==> src/rtl/hbs_pkg.sv <==
package hbs_pkg;
   typedef enum logic [2:0] {
      ST_IDLE    = 3'd0,
      ST_WAIT_HS = 3'd1,
      ST_HS      = 3'd2,
      ST_WAIT_LS = 3'd3,
      ST_LS      = 3'd4
   } hbs_state_e;
endpackage

==> src/rtl/hbs_mid_qual.sv <==
// Qualifies the mid-level flag: output rises after HOLDOFF consecutive high samples.
module hbs_mid_qual #(
   parameter int HOLDOFF = 4
) (
   input  logic clk,
   input  logic rst_n,
   input  logic mid_i,
   output logic qual_o
);
   localparam int CW = $clog2(HOLDOFF + 1);

   if (HOLDOFF < 1) begin : g_bad_holdoff
      $error("hbs_mid_qual: HOLDOFF must be at least 1");
   end

   logic [CW-1:0] run_q;

   always_ff @(posedge clk or negedge rst_n) begin
      if (!rst_n) begin
         run_q  <= '0;
         qual_o <= 1'b0;
      end else if (!mid_i) begin
         run_q  <= '0;
         qual_o <= 1'b0;
      end else if (run_q == CW'(HOLDOFF - 1)) begin
         qual_o <= 1'b1;
      end else begin
         run_q <= run_q + 1'b1;
      end
   end
endmodule

==> src/rtl/hbs_level_hold.sv <==
// Resolves the current PWM level; keeps the last valid level when neither flag is set.
module hbs_level_hold (
   input  logic clk,
   input  logic rst_n,
   input  logic hi_i,
   input  logic lo_i,
   output logic lvl_o
);
   logic held_q;

   always_comb begin
      if (hi_i)      lvl_o = 1'b1;
      else if (lo_i) lvl_o = 1'b0;
      else           lvl_o = held_q;
   end

   always_ff @(posedge clk or negedge rst_n) begin
      if (!rst_n) held_q <= 1'b0;
      else        held_q <= lvl_o;
   end
endmodule

==> src/rtl/hbs_wait_cnt.sv <==
// Wait counter: hit_o marks the edge at which the LIMIT-th qualifying sample arrives.
module hbs_wait_cnt #(
   parameter int LIMIT       = 2,
   parameter bit CONSECUTIVE = 1'b1
) (
   input  logic clk,
   input  logic rst_n,
   input  logic clr_i,
   input  logic cond_i,
   output logic hit_o
);
   localparam int CW = $clog2(LIMIT + 1);

   if (LIMIT < 1) begin : g_bad_limit
      $error("hbs_wait_cnt: LIMIT must be at least 1");
   end

   logic [CW-1:0] cnt_q;
   logic [CW-1:0] cnt_d;
   logic          at_top;

   assign at_top = (cnt_q == CW'(LIMIT - 1));
   assign hit_o  = cond_i && at_top;

   if (CONSECUTIVE) begin : g_consec
      always_comb begin
         if (clr_i || !cond_i)        cnt_d = '0;
         else if (cnt_q == CW'(LIMIT)) cnt_d = cnt_q;
         else                          cnt_d = cnt_q + 1'b1;
      end
   end else begin : g_cumul
      always_comb begin
         if (clr_i)                              cnt_d = '0;
         else if (!cond_i || cnt_q == CW'(LIMIT)) cnt_d = cnt_q;
         else                                    cnt_d = cnt_q + 1'b1;
      end
   end

   always_ff @(posedge clk or negedge rst_n) begin
      if (!rst_n) cnt_q <= '0;
      else        cnt_q <= cnt_d;
   end
endmodule

==> src/rtl/hbs_gate_seq.sv <==
module hbs_gate_seq #(
   parameter int HOLDOFF_CYC = 4,
   parameter int DEADON_CYC  = 2,
   parameter int DEADOFF_CYC = 2,
   parameter int TIMEOUT_CYC = 10
) (
   input  logic clk,
   input  logic rst_n,
   input  logic supply_ok,
   input  logic dis_n,
   input  logic skip_n,
   input  logic pwm_hi,
   input  logic pwm_lo,
   input  logic pwm_mid,
   input  logic ls_gate_low,
   input  logic sw_low,
   output logic hs_en,
   output logic ls_en
);
   import hbs_pkg::*;

   if (TIMEOUT_CYC <= DEADOFF_CYC) begin : g_bad_timeout
      $error("hbs_gate_seq: TIMEOUT_CYC must exceed DEADOFF_CYC");
   end

   hbs_state_e st_q, st_d;
   logic mid_q, lvl, en, want_hs, want_ls;
   logic on_hit, off_hit, tmo_hit;

   hbs_mid_qual #(.HOLDOFF(HOLDOFF_CYC)) u_mid (
      .clk(clk), .rst_n(rst_n), .mid_i(pwm_mid), .qual_o(mid_q));

   hbs_level_hold u_lvl (
      .clk(clk), .rst_n(rst_n), .hi_i(pwm_hi), .lo_i(pwm_lo), .lvl_o(lvl));

   hbs_wait_cnt #(.LIMIT(DEADON_CYC), .CONSECUTIVE(1'b1)) u_on_cnt (
      .clk(clk), .rst_n(rst_n), .clr_i(st_q != ST_WAIT_HS),
      .cond_i(ls_gate_low), .hit_o(on_hit));

   hbs_wait_cnt #(.LIMIT(DEADOFF_CYC), .CONSECUTIVE(1'b1)) u_off_cnt (
      .clk(clk), .rst_n(rst_n), .clr_i(st_q != ST_WAIT_LS),
      .cond_i(sw_low), .hit_o(off_hit));

   hbs_wait_cnt #(.LIMIT(TIMEOUT_CYC), .CONSECUTIVE(1'b1)) u_tmo_cnt (
      .clk(clk), .rst_n(rst_n), .clr_i(st_q != ST_WAIT_LS),
      .cond_i(1'b1), .hit_o(tmo_hit));

   assign en      = supply_ok && dis_n && !mid_q;
   assign want_hs = en && lvl;
   assign want_ls = en && !lvl && skip_n;

   always_comb begin
      st_d = st_q;
      unique case (st_q)
         ST_IDLE: begin
            if (want_hs)      st_d = ST_WAIT_HS;
            else if (want_ls) st_d = ST_WAIT_LS;
         end
         ST_WAIT_HS: begin
            if (!want_hs)    st_d = want_ls ? ST_WAIT_LS : ST_IDLE;
            else if (on_hit) st_d = ST_HS;
         end
         ST_HS: begin
            if (!want_hs) st_d = want_ls ? ST_WAIT_LS : ST_IDLE;
         end
         ST_WAIT_LS: begin
            if (!want_ls)               st_d = want_hs ? ST_WAIT_HS : ST_IDLE;
            else if (off_hit || tmo_hit) st_d = ST_LS;
         end
         ST_LS: begin
            if (!want_ls) st_d = want_hs ? ST_WAIT_HS : ST_IDLE;
         end
         default: st_d = ST_IDLE;
      endcase
   end

   always_ff @(posedge clk or negedge rst_n) begin
      if (!rst_n) begin
         st_q  <= ST_IDLE;
         hs_en <= 1'b0;
         ls_en <= 1'b0;
      end else begin
         st_q  <= st_d;
         hs_en <= (st_d == ST_HS);
         ls_en <= (st_d == ST_LS);
      end
   end
endmodule

==> config.mk <==
export PLATFORM = sky130hd
export DESIGN_NAME = hbs_gate_seq
export DESIGN_NICKNAME = d
export VERILOG_FILES = /design/src/rtl/hbs_pkg.sv /design/src/rtl/hbs_mid_qual.sv /design/src/rtl/hbs_level_hold.sv /design/src/rtl/hbs_wait_cnt.sv /design/src/rtl/hbs_gate_seq.sv
export SDC_FILE = /design/constraint.sdc
export NUM_CORES = 1
export LEC_CHECK = 0
export BUFFER_PORTS_ARGS = -buffer_cell sky130_fd_sc_hd__buf_2
export CORE_ASPECT_RATIO = 0.7
export CORE_MARGIN = 10
export CORE_UTILIZATION = 45
export DETAILED_ROUTE_END_ITERATION = 8
export SYNTH_ARGS = -nofsm -noshare
export SYNTH_HDL_FRONTEND = slang
export SYNTH_SLANG_ARGS = --single-unit
==> constraint.sdc <==
create_clock -name clk -period 2.51 [get_ports clk]
set_input_delay 0.502 -clock clk [delete_from_list [all_inputs] [get_ports clk]]
set_output_delay 0.502 -clock clk [all_outputs]
set_load 0.05 [all_outputs]
==> reports/qor.yml, run 1 <==
clocking:
  cts.clk_slew.worst_paths_ns: 0.10
  htreeDepth: 1
  root_buffer: "clkbuf_4"
  ctsResizeCount: 0
  clk_latency_ns: 0.30
  post_cts_buffers: 0
  clock_path_buffers: 2
  cts_buffers: 3
  cts_tree: "yes"
  cts_hold_buf: 0
  numClockSinks: 18
setup_path:
  worstSetupStartpointType: "flop"
  crit_path_top_delay_cell: "or4b_1"
  reg2reg_to: "st_q[0]"
  reg2reg_slack_ns: 1.09
  critPathMaxStageDelay_ns: 0.46
  crit_family: "simple AND/OR/NAND/NOR gates"
  worst_ep_arrival_time_ns: 1.62
  worstPathRequired_ns: 2.71
  path_cells: "and4b_1 -> or4b_1 -> o32ai_1"
  critPathKind: "reg -> reg"
  path_max_fanout: 3
  reg2reg_depth: 3
  cp-end-kind: "flop"
  cp_num_buf_inv: 0
  r2r_start: "u_mid.qual_o"
cells_and_area:
  areaGrowthSynthToFinish_pct: 12.57
  drive_gt1_share_pct: 14.15
  mostFrequentLayoutCells: "18 x dfrtp_1, 11 x buf_2, 10 x nor2_1"
  nNetsFinal: 126
  final_util_pct: 55.48
  layout.cells.non_filler: 128
  n_antenna_cell: 0
  final_common_cell: "dfrtp_1"
synth:
  seq_area_frac_synth_pct: 47.62
  synth_nets: 110
  ys_ff_latch: 18
  yosys_warnings: 0
  synth_flop_cell: "dfrtp_1"
  netlist-cell-type-count: 26
  syn_area_sq_um: 945.9
  synth-edff-count: 0
  netlist_instances: 91
  avgSynthCellArea_sq_um: 10.39
  async_reset_ff_share_pct: 100.0
floorplanning:
  core_area_sq_mm: 0.001919
  io_pins: 12
  initial_utilization_pct: 49.28
  dieArea_sq_mm: 0.004365
  fp-row-count: 13
  fp.dieW_um: 74.80
  die_h_um: 58.36
grt:
  grt_pass1_wl_um: 2635
  grt_overflow: 0
  grt_pass1_vias: 593
  antenna_found_initial: 0
  grt_util_all_layers_pct: 8.192
  grt_max_degree: 19
placed_design:
  place.gp.congestion: 0.7637
  preCtsSetupSlack_ns: 0.9864
  dp_hpwl_um: 1230
  portBuffers: 11
  dp.cells: 124
sta:
  worst_pin_slew_ns: 0.4039
  timing.final.crit_share_pct: 56.50
  fin_ws_ns: 1.092
  grt_setup_unrepaired: "no"
  finalSetupViolCount: 0
  slew_viol_final: 0
  fin_crit_ns: 1.418
  max_freq_ghz: 0.7052
  skew_ns: 0.004818
  final-hold-violation-count: 0
  maxSlewHeadroom_pct: 73.07
  tns_ns: 0
detailed_routing:
  routed_via_density: 5.125
  route.vias.total: 656
  finalWirelength_um: 1584
  wl_per_cell_um: 12.38
  drc: 0
  ant_nets: 0
  first_iter_violations: 25
  drtPass1Iterations: 4
flow_run:
  maxCapViolCount: 0
power_and_ir_drop:
  irDropWorstVdd_mv: 0.3432
  design_power_total_mw: 0.5603
  leakage_nw: 0.5326
  cellPowerDensity_mw_per_mm2: 526.2
hold_path:
  hp-class: "in -> async"
status:
  status: "finished clean"
==> flip-flops by register name, indices dropped and copies added (netlist names) <==
register,flops
ls_en,1
u_off_cnt.cnt_q,2
u_mid.qual_o,1
u_mid.run_q,3
st_q,3
u_tmo_cnt.cnt_q,4
u_lvl.held_q,1
hs_en,1
u_on_cnt.cnt_q,2
==> metal layers <==
layer	share of wire [%]	vias up	global-route usage, %
li1	-	342	-
met1	51	300	9.627
met2	41	9	11.44
met3	6.4	5	4.523
met4	2.4	0	4.839
met5	0	-	0
==> worst max-delay path by stage <==
| stage | startpoint | end | slack [ns] | depth (start not counted) |
|---|---|---|---|---|
| global placement | supply_ok | st_q[0] | 1.01 | 4 |
| CTS | u_mid.qual_o | st_q[1] | 1.09 | 3 |
| detailed placement | supply_ok | st_q[1] | 0.99 | 4 |
| floorplan | skip_n | st_q[0] | 1.13 | 3 |
| finish | u_mid.qual_o | st_q[0] | 1.09 | 3 |
| global route | u_mid.qual_o | st_q[1] | 1.02 | 3 |
==> stage by stage <==
step / area (sq um) / hold slack, ns
after floorplan: 945.9 / 0.2064
after global placement: 1028 / 0.4567
after detailed placement: 1028 / 0.4598
after CTS: 1065 / 0.1153
after global routing: 1065 / 0.1123
final: 1065 / 0.1118
==> where the power goes <==
group	switching, mW	internal [mW]	total [mW]	leakage, nW
sequential	0.0125	0.306	0.318	0.244
clock	0.0928	0.0886	0.181	0.0210
combinational	0.0306	0.0303	0.0609	0.267
==> cell usage after synthesis (2+ instances only) <==
library cell	n	area share, %
nor2_1	10	4.0
a21oi_1	5	2.6
ha_1	9	12
and2_1	2	1.3
and3b_1	2	1.9
nand2_1	6	2.4
o21a_1	2	1.6
o211a_1	2	2.1
inv_1	9	3.6
o32ai_1	2	1.9
xor2_1	3	2.8
dfrtp_1	18	48
xnor2_1	2	1.9
nand3b_1	4	3.2
nor2b_1	4	2.6
==> layout make-up <==
class	instances	area [sq um]
clock buffers	4	36.28
fillers	184	854.6
repair buffers	11	55.05
well taps	22	27.53
inverters	9	33.78
multi-input cells	64	461.7
flip-flops and latches	18	450.4
==> kinds of logic (layout without fill, tap and decap cells) <==
| kind of cell | Yosys count | count (layout) | synth area share [%] |
|---|---|---|---|
| and+or+nand+nor | 34 | 34 | 19.97 |
| DFF | 18 | 18 | 47.62 |
| AOI/OAI and AO/OA | 15 | 15 | 11.24 |
| adders and majority gates | 9 | 9 | 11.90 |
| buffers and inverters | 9 | 24 | 3.571 |
| xor gates and xnor gates | 5 | 5 | 4.630 |
| muxes | 1 | 1 | 1.058 |
Note: power is estimated with default switching activity, not from simulation.
==> run 2: changes to the inputs <==
==> constraint.sdc (replaced) <==
create_clock -name clk -period 1.4 [get_ports clk]
set_input_delay 0.28 -clock clk [delete_from_list [all_inputs] [get_ports clk]]
set_output_delay 0.28 -clock clk [all_outputs]
set_load 0.05 [all_outputs]
==> reports/qor.yml, run 2 (synthesis gave the netlist of run 1 again) <==
setup_path:
  worst_ep_arrival_time_ns: 1.54  # -0.08 ns
  path_max_fanout: 3  # unchanged
  cp-end-kind: "flop"
  worstSetupStartpointType: "flop"
  critPathKind: "reg -> reg"
  worstPathRequired_ns: 1.60  # -1.11 ns
floorplanning:
  io_pins: 12  # unchanged
  dieArea_sq_mm: 0.004365  # unchanged
  initial_utilization_pct: 49.28  # unchanged
  fp-row-count: 13  # unchanged
  fp.dieW_um: 74.80  # unchanged
  core_area_sq_mm: 0.001919  # unchanged
  die_h_um: 58.36  # unchanged
sta:
  skew_ns: 0.006469  # +0.001651 ns
  maxSlewHeadroom_pct: 72.52  # -0.55 points
  worst_pin_slew_ns: 0.4122  # +0.008268 ns
  timing.final.crit_share_pct: 96.04  # +40 points
  tns_ns: 0  # unchanged
  final-hold-violation-count: 0  # unchanged
  fin_crit_ns: 1.345  # -0.07345 ns
  fin_ws_ns: 0.05542  # -1.037 ns
  slew_viol_final: 0  # unchanged
  grt_setup_unrepaired: "yes"
  timing.hold.ws_ns: 0.2346  # +0.1227 ns
  max_freq_ghz: 0.7437  # +5.5%
  finalSetupViolCount: 0  # unchanged
cells_and_area:
  drive_gt1_share_pct: 16.67  # +2.5 points
  largest_reg_flops: 4  # unchanged
  final_common_cell: "dfrtp_1"
  mostFrequentLayoutCells: "17 x dfrtp_1, 11 x buf_2, 10 x nor2_1"
  top_register: "u_tmo_cnt.cnt_q"
  nNetsFinal: 129  # +2.4%
  final_util_pct: 56.32  # +0.85 points
  areaGrowthSynthToFinish_pct: 14.29
  n_antenna_cell: 0  # unchanged
  top_regs: "u_tmo_cnt.cnt_q (4), st_q (3), u_mid.run_q (3)"
detailed_routing:
  finalWirelength_um: 1650  # +4.2%
  drc: 0  # unchanged
  drtPass1Iterations: 4  # unchanged
  ant_nets: 0  # unchanged
  wl_per_cell_um: 12.69  # +2.6%
  routed_via_density: 5.115  # -0.19%
  first_iter_violations: 28  # +12%
  route.vias.total: 665  # +1.4%
grt:
  grt_pass1_vias: 686  # +16%
  grt_max_degree: 19  # unchanged
  grt_util_all_layers_pct: 8.388  # +0.20 points
  antenna_found_initial: 0  # unchanged
  grt_overflow: 0  # unchanged
  grt_pass1_wl_um: 2904  # +10%
clocking:
  htreeDepth: 1  # unchanged
  clock_path_buffers: 2  # unchanged
  numClockSinks: 18  # unchanged
  root_buffer: "clkbuf_4"
  cts_buffers: 3  # unchanged
  cts_tree: "yes"
  cts.clk_slew.worst_paths_ns: 0.10  # about the same
  post_cts_buffers: 0  # unchanged
  clk_latency_ns: 0.29  # about the same
power_and_ir_drop:
  irDropWorstVdd_mv: 0.5151  # +50%
  leakage_nw: 0.5407  # +1.5%
  design_power_total_mw: 0.9427  # +68%
  cellPowerDensity_mw_per_mm2: 872.1  # +66%
hold_path:
  hp-class: "in -> reg"
flow_run:
  maxCapViolCount: 0  # unchanged
placed_design:
  dp_hpwl_um: 1262  # +2.6%
  preCtsSetupSlack_ns: 0.05547  # -0.9309 ns
  portBuffers: 11  # unchanged
  place.gp.congestion: 0.7717  # +1.0%
status:
  status: "finished clean"
==> run 2: cell count changes in the layout (fill, tap and decap cells not counted) <==
cell and delta:
buf_4 +2, clkbuf_8 -1, dfrtp_1 -1, dfrtp_2 +1, dlygate4sd3_1 +1, or4b_1 -1
or4b_4 +1
==> run 2: area by class of cell <==
cell class,count,area (sq um)
clock buffer,3,22.52
fill,186,838.3
inverter,9,33.78
multi-input combinational,64,465.4
sequential,18,451.7
tap,22,27.53
timing repair buffer,14,80.08
==> run 2: final timing paths <==
check / start / endpoint / slack [ns] / cells past startpoint
max reg2reg: u_mid.qual_o / st_q[1] / 0.06 / 3
min in group asynchronous: rst_n / st_q[1] / 0.44 / 2
max in group asynchronous: rst_n / u_tmo_cnt.cnt_q[0] / 0.63 / 2
min reg2reg: u_on_cnt.cnt_q[1] / u_on_cnt.cnt_q[1] / 0.55 / 2
min: pwm_hi / u_lvl.held_q / 0.23 / 3
max: u_mid.qual_o / st_q[1] / 0.06 / 3
==> run 2: timing repair <==
| action | in CTS | in global routing |
|---|---|---|
| endpoints found under the hold margin | 18 | 0 |
| hold buffers | 1 | 0 |
| setup endpoints to repair | 0 | 3 |
| gates resized for setup | 0 | 2 |
==> run 2: report_power, final <==
part	leakage, nW	total, mW	switching (mW)	internal (mW)
logic	0.284	0.120	0.0592	0.0612
clock network	0.0138	0.255	0.155	0.100
registers	0.243	0.568	0.0200	0.548
==> run 2: critical path, cell delays in order (launching register included) <==
cell and delay, ns:
dfrtp_1 0.38, and4b_1 0.27, or4b_4 0.47, o32ai_1 0.13
==> run 2: routing by layer <==
metal	routed length (um)	track usage, %	up-vias	share of wire (%)
li1	-	-	348	-
met1	850	10.47	307	52
met2	704	13.04	8	43
met3	85	3.853	2	5.2
met4	9	1.613	0	0.55
met5	0	0	-	0
==> run 2: metrics by stage <==
stage / std cells / instance area [sq um]
floorplan: 91 / 945.9
global placement: 126 / 1044
detailed placement: 126 / 1044
CTS: 130 / 1076
global route: 130 / 1081
finish: 130 / 1081
==> run 3: changes to the inputs <==
--- a/config.mk
+++ b/config.mk
@@ -6,10 +6,10 @@
 export NUM_CORES = 1
 export LEC_CHECK = 0
 export BUFFER_PORTS_ARGS = -buffer_cell sky130_fd_sc_hd__buf_2
-export CORE_ASPECT_RATIO = 0.7
 export CORE_MARGIN = 10
-export CORE_UTILIZATION = 45
+export CORE_UTILIZATION = 55
 export DETAILED_ROUTE_END_ITERATION = 8
+export PLACE_DENSITY = 0.76
 export SYNTH_ARGS = -nofsm -noshare
 export SYNTH_HDL_FRONTEND = slang
 export SYNTH_SLANG_ARGS = --single-unit
==> reports/qor.yml, run 3 (synthesis gave the netlist of run 1 again) <==
status:
  status: "finished clean"
grt:
  antenna_found_initial: 0  # unchanged
  grt_overflow: 0  # unchanged
  grt_pass1_vias: 734  # +7.0%
  grt_pass1_wl_um: 3042  # +4.8%
  grt_max_degree: 19  # unchanged
  grt_util_all_layers_pct: 10.50  # +2.1 points
sta:
  slew_viol_final: 0  # unchanged
  tns_ns: 0  # unchanged
  fin_crit_ns: 1.353  # +0.008143 ns
  maxSlewHeadroom_pct: 73.22  # +0.70 points
  final-hold-violation-count: 0  # unchanged
  timing.final.crit_share_pct: 96.62  # +0.58 points
  max_freq_ghz: 0.7393  # -0.60%
  finalSetupViolCount: 0  # unchanged
  worst_pin_slew_ns: 0.4017  # -0.01048 ns
  skew_ns: 0.007435  # +0.0009664 ns
cells_and_area:
  final_common_cell: "dfrtp_1"
  largest_reg_flops: 4  # unchanged
  nNetsFinal: 129  # unchanged
  top_register: "u_tmo_cnt.cnt_q"
  areaGrowthSynthToFinish_pct: 15.61
  top_regs: "u_tmo_cnt.cnt_q (4), st_q (3), u_mid.run_q (3)"
  n_antenna_cell: 0  # unchanged
  final_util_pct: 70.14  # +14 points
  drive_gt1_share_pct: 17.43  # +0.76 points
  mostFrequentLayoutCells: "18 x dfrtp_1, 11 x buf_2, 10 x nor2_1"
detailed_routing:
  wl_per_cell_um: 13.25  # +4.4%
  finalWirelength_um: 1656  # +0.36%
  route.vias.total: 667  # +0.30%
  drtPass1Iterations: 3  # -1
  ant_nets: 0  # unchanged
  routed_via_density: 5.336  # +4.3%
  first_iter_violations: 7  # -75%
  drc: 0  # unchanged
clocking:
  cts_tree: "yes"
  clk_latency_ns: 0.30  # about the same
  htreeDepth: 1  # unchanged
  root_buffer: "clkbuf_4"
  cts_buffers: 3  # unchanged
  numClockSinks: 18  # unchanged
  clock_path_buffers: 2  # unchanged
  cts.clk_slew.worst_paths_ns: 0.10  # about the same
floorplanning:
  dieArea_sq_mm: 0.003779  # -13%
  die_h_um: 61.47  # +5.3%
  initial_utilization_pct: 60.67  # +11 points
  fp.dieW_um: 61.47  # -18%
  core_area_sq_mm: 0.001559  # -19%
  fp-row-count: 14  # +1
  io_pins: 12  # unchanged
setup_path:
  worstSetupStartpointType: "flop"
  worst_ep_arrival_time_ns: 1.55  # about the same
  worstPathRequired_ns: 1.60  # about the same
  reg2reg_depth: 3  # unchanged
  critPathKind: "reg -> reg"
  path_max_fanout: 3  # unchanged
  cp-end-kind: "flop"
power_and_ir_drop:
  cellPowerDensity_mw_per_mm2: 923.6  # +5.9%
  irDropWorstVdd_mv: 0.7134  # +38%
  leakage_nw: 0.5527  # +2.2%
hold_path:
  hp-class: "in -> reg"
  hold_path_depth: 2  # -1
flow_run:
  maxCapViolCount: 0  # unchanged
placed_design:
  portBuffers: 11  # unchanged
  place.gp.congestion: 0.7862  # +1.9%
  dp_hpwl_um: 1236  # -2.0%
[run 3: cell count changes in the layout (fill, tap and decap cells not counted), sizes merged]
cell    delta
clkbuf     +1
[run 3: stage by stage]
stage | cells | instance area [sq um] | total power [mW] | hold slack, ns | worst slack (ns)
after CTS | 124 | 1075 | 1.018 | 0.2142 | 0.005156
after detailed placement | 119 | 1028 | 0.6923 | 0.2316 | 0.02463
after global routing | 125 | 1094 | 1.066 | 0.2247 | -0.0007186
final | 125 | 1094 | 1.010 | 0.2260 | 0.04728
after global placement | 119 | 1028 | 0.6856 | 0.2292 | 0.07037
after floorplan | 91 | 945.9 | 0.6489 | -0.01559 | 0.1036
[run 3: where the power goes]
group / internal, mW / switching [mW]
sequential: 0.548 / 0.0207
combinational: 0.0599 / 0.0591
clock: 0.159 / 0.164
total: 0.766 / 0.244
[run 3: final timing paths]
kind / from / to / slack [ns]
max: u_mid.qual_o / st_q[1] / 0.05
min: pwm_mid / u_mid.qual_o / 0.23
max reg2reg: u_mid.qual_o / st_q[1] / 0.05
min reg2reg: u_mid.qual_o / u_mid.qual_o / 0.51
max in group asynchronous: rst_n / u_mid.qual_o / 0.68
min in group asynchronous: rst_n / u_tmo_cnt.cnt_q[1] / 0.43
[run 3: area by class of cell]
type / instances / area [sq um]
clock buffers: 4 / 36.28
fillers: 118 / 465.4
inverters: 9 / 33.78
flip-flops and latches: 18 / 450.4
multi-input cells: 64 / 473.0
well taps: 16 / 20.02
repair buffers: 14 / 80.08
[run 3: repair_timing]
| item | 4_1_cts | 5_1_grt |
|---|---|---|
| gates resized for setup | 0 | 3 |
| endpoints found under the hold margin | 18 | 0 |
| setup endpoints to repair | 0 | 4 |
| setup buffers | 0 | 1 |
| hold buffers | 1 | 0 |
[run 3: per-layer routing]
| metal | global-route usage, % | vias up | routed length [um] |
|---|---|---|---|
| li1 | - | 345 | - |
| met1 | 12.92 | 306 | 800 |
| met2 | 16.12 | 12 | 747 |
| met3 | 2.263 | 4 | 68 |
| met4 | 7.006 | 0 | 40 |
| met5 | 0 | - | 0 |
[run 3: critical path: stages, from the launching register on]
cell,delay [ns]
dfrtp_1,0.40
and4b_1,0.26
or4b_4,0.47
o32ai_1,0.12
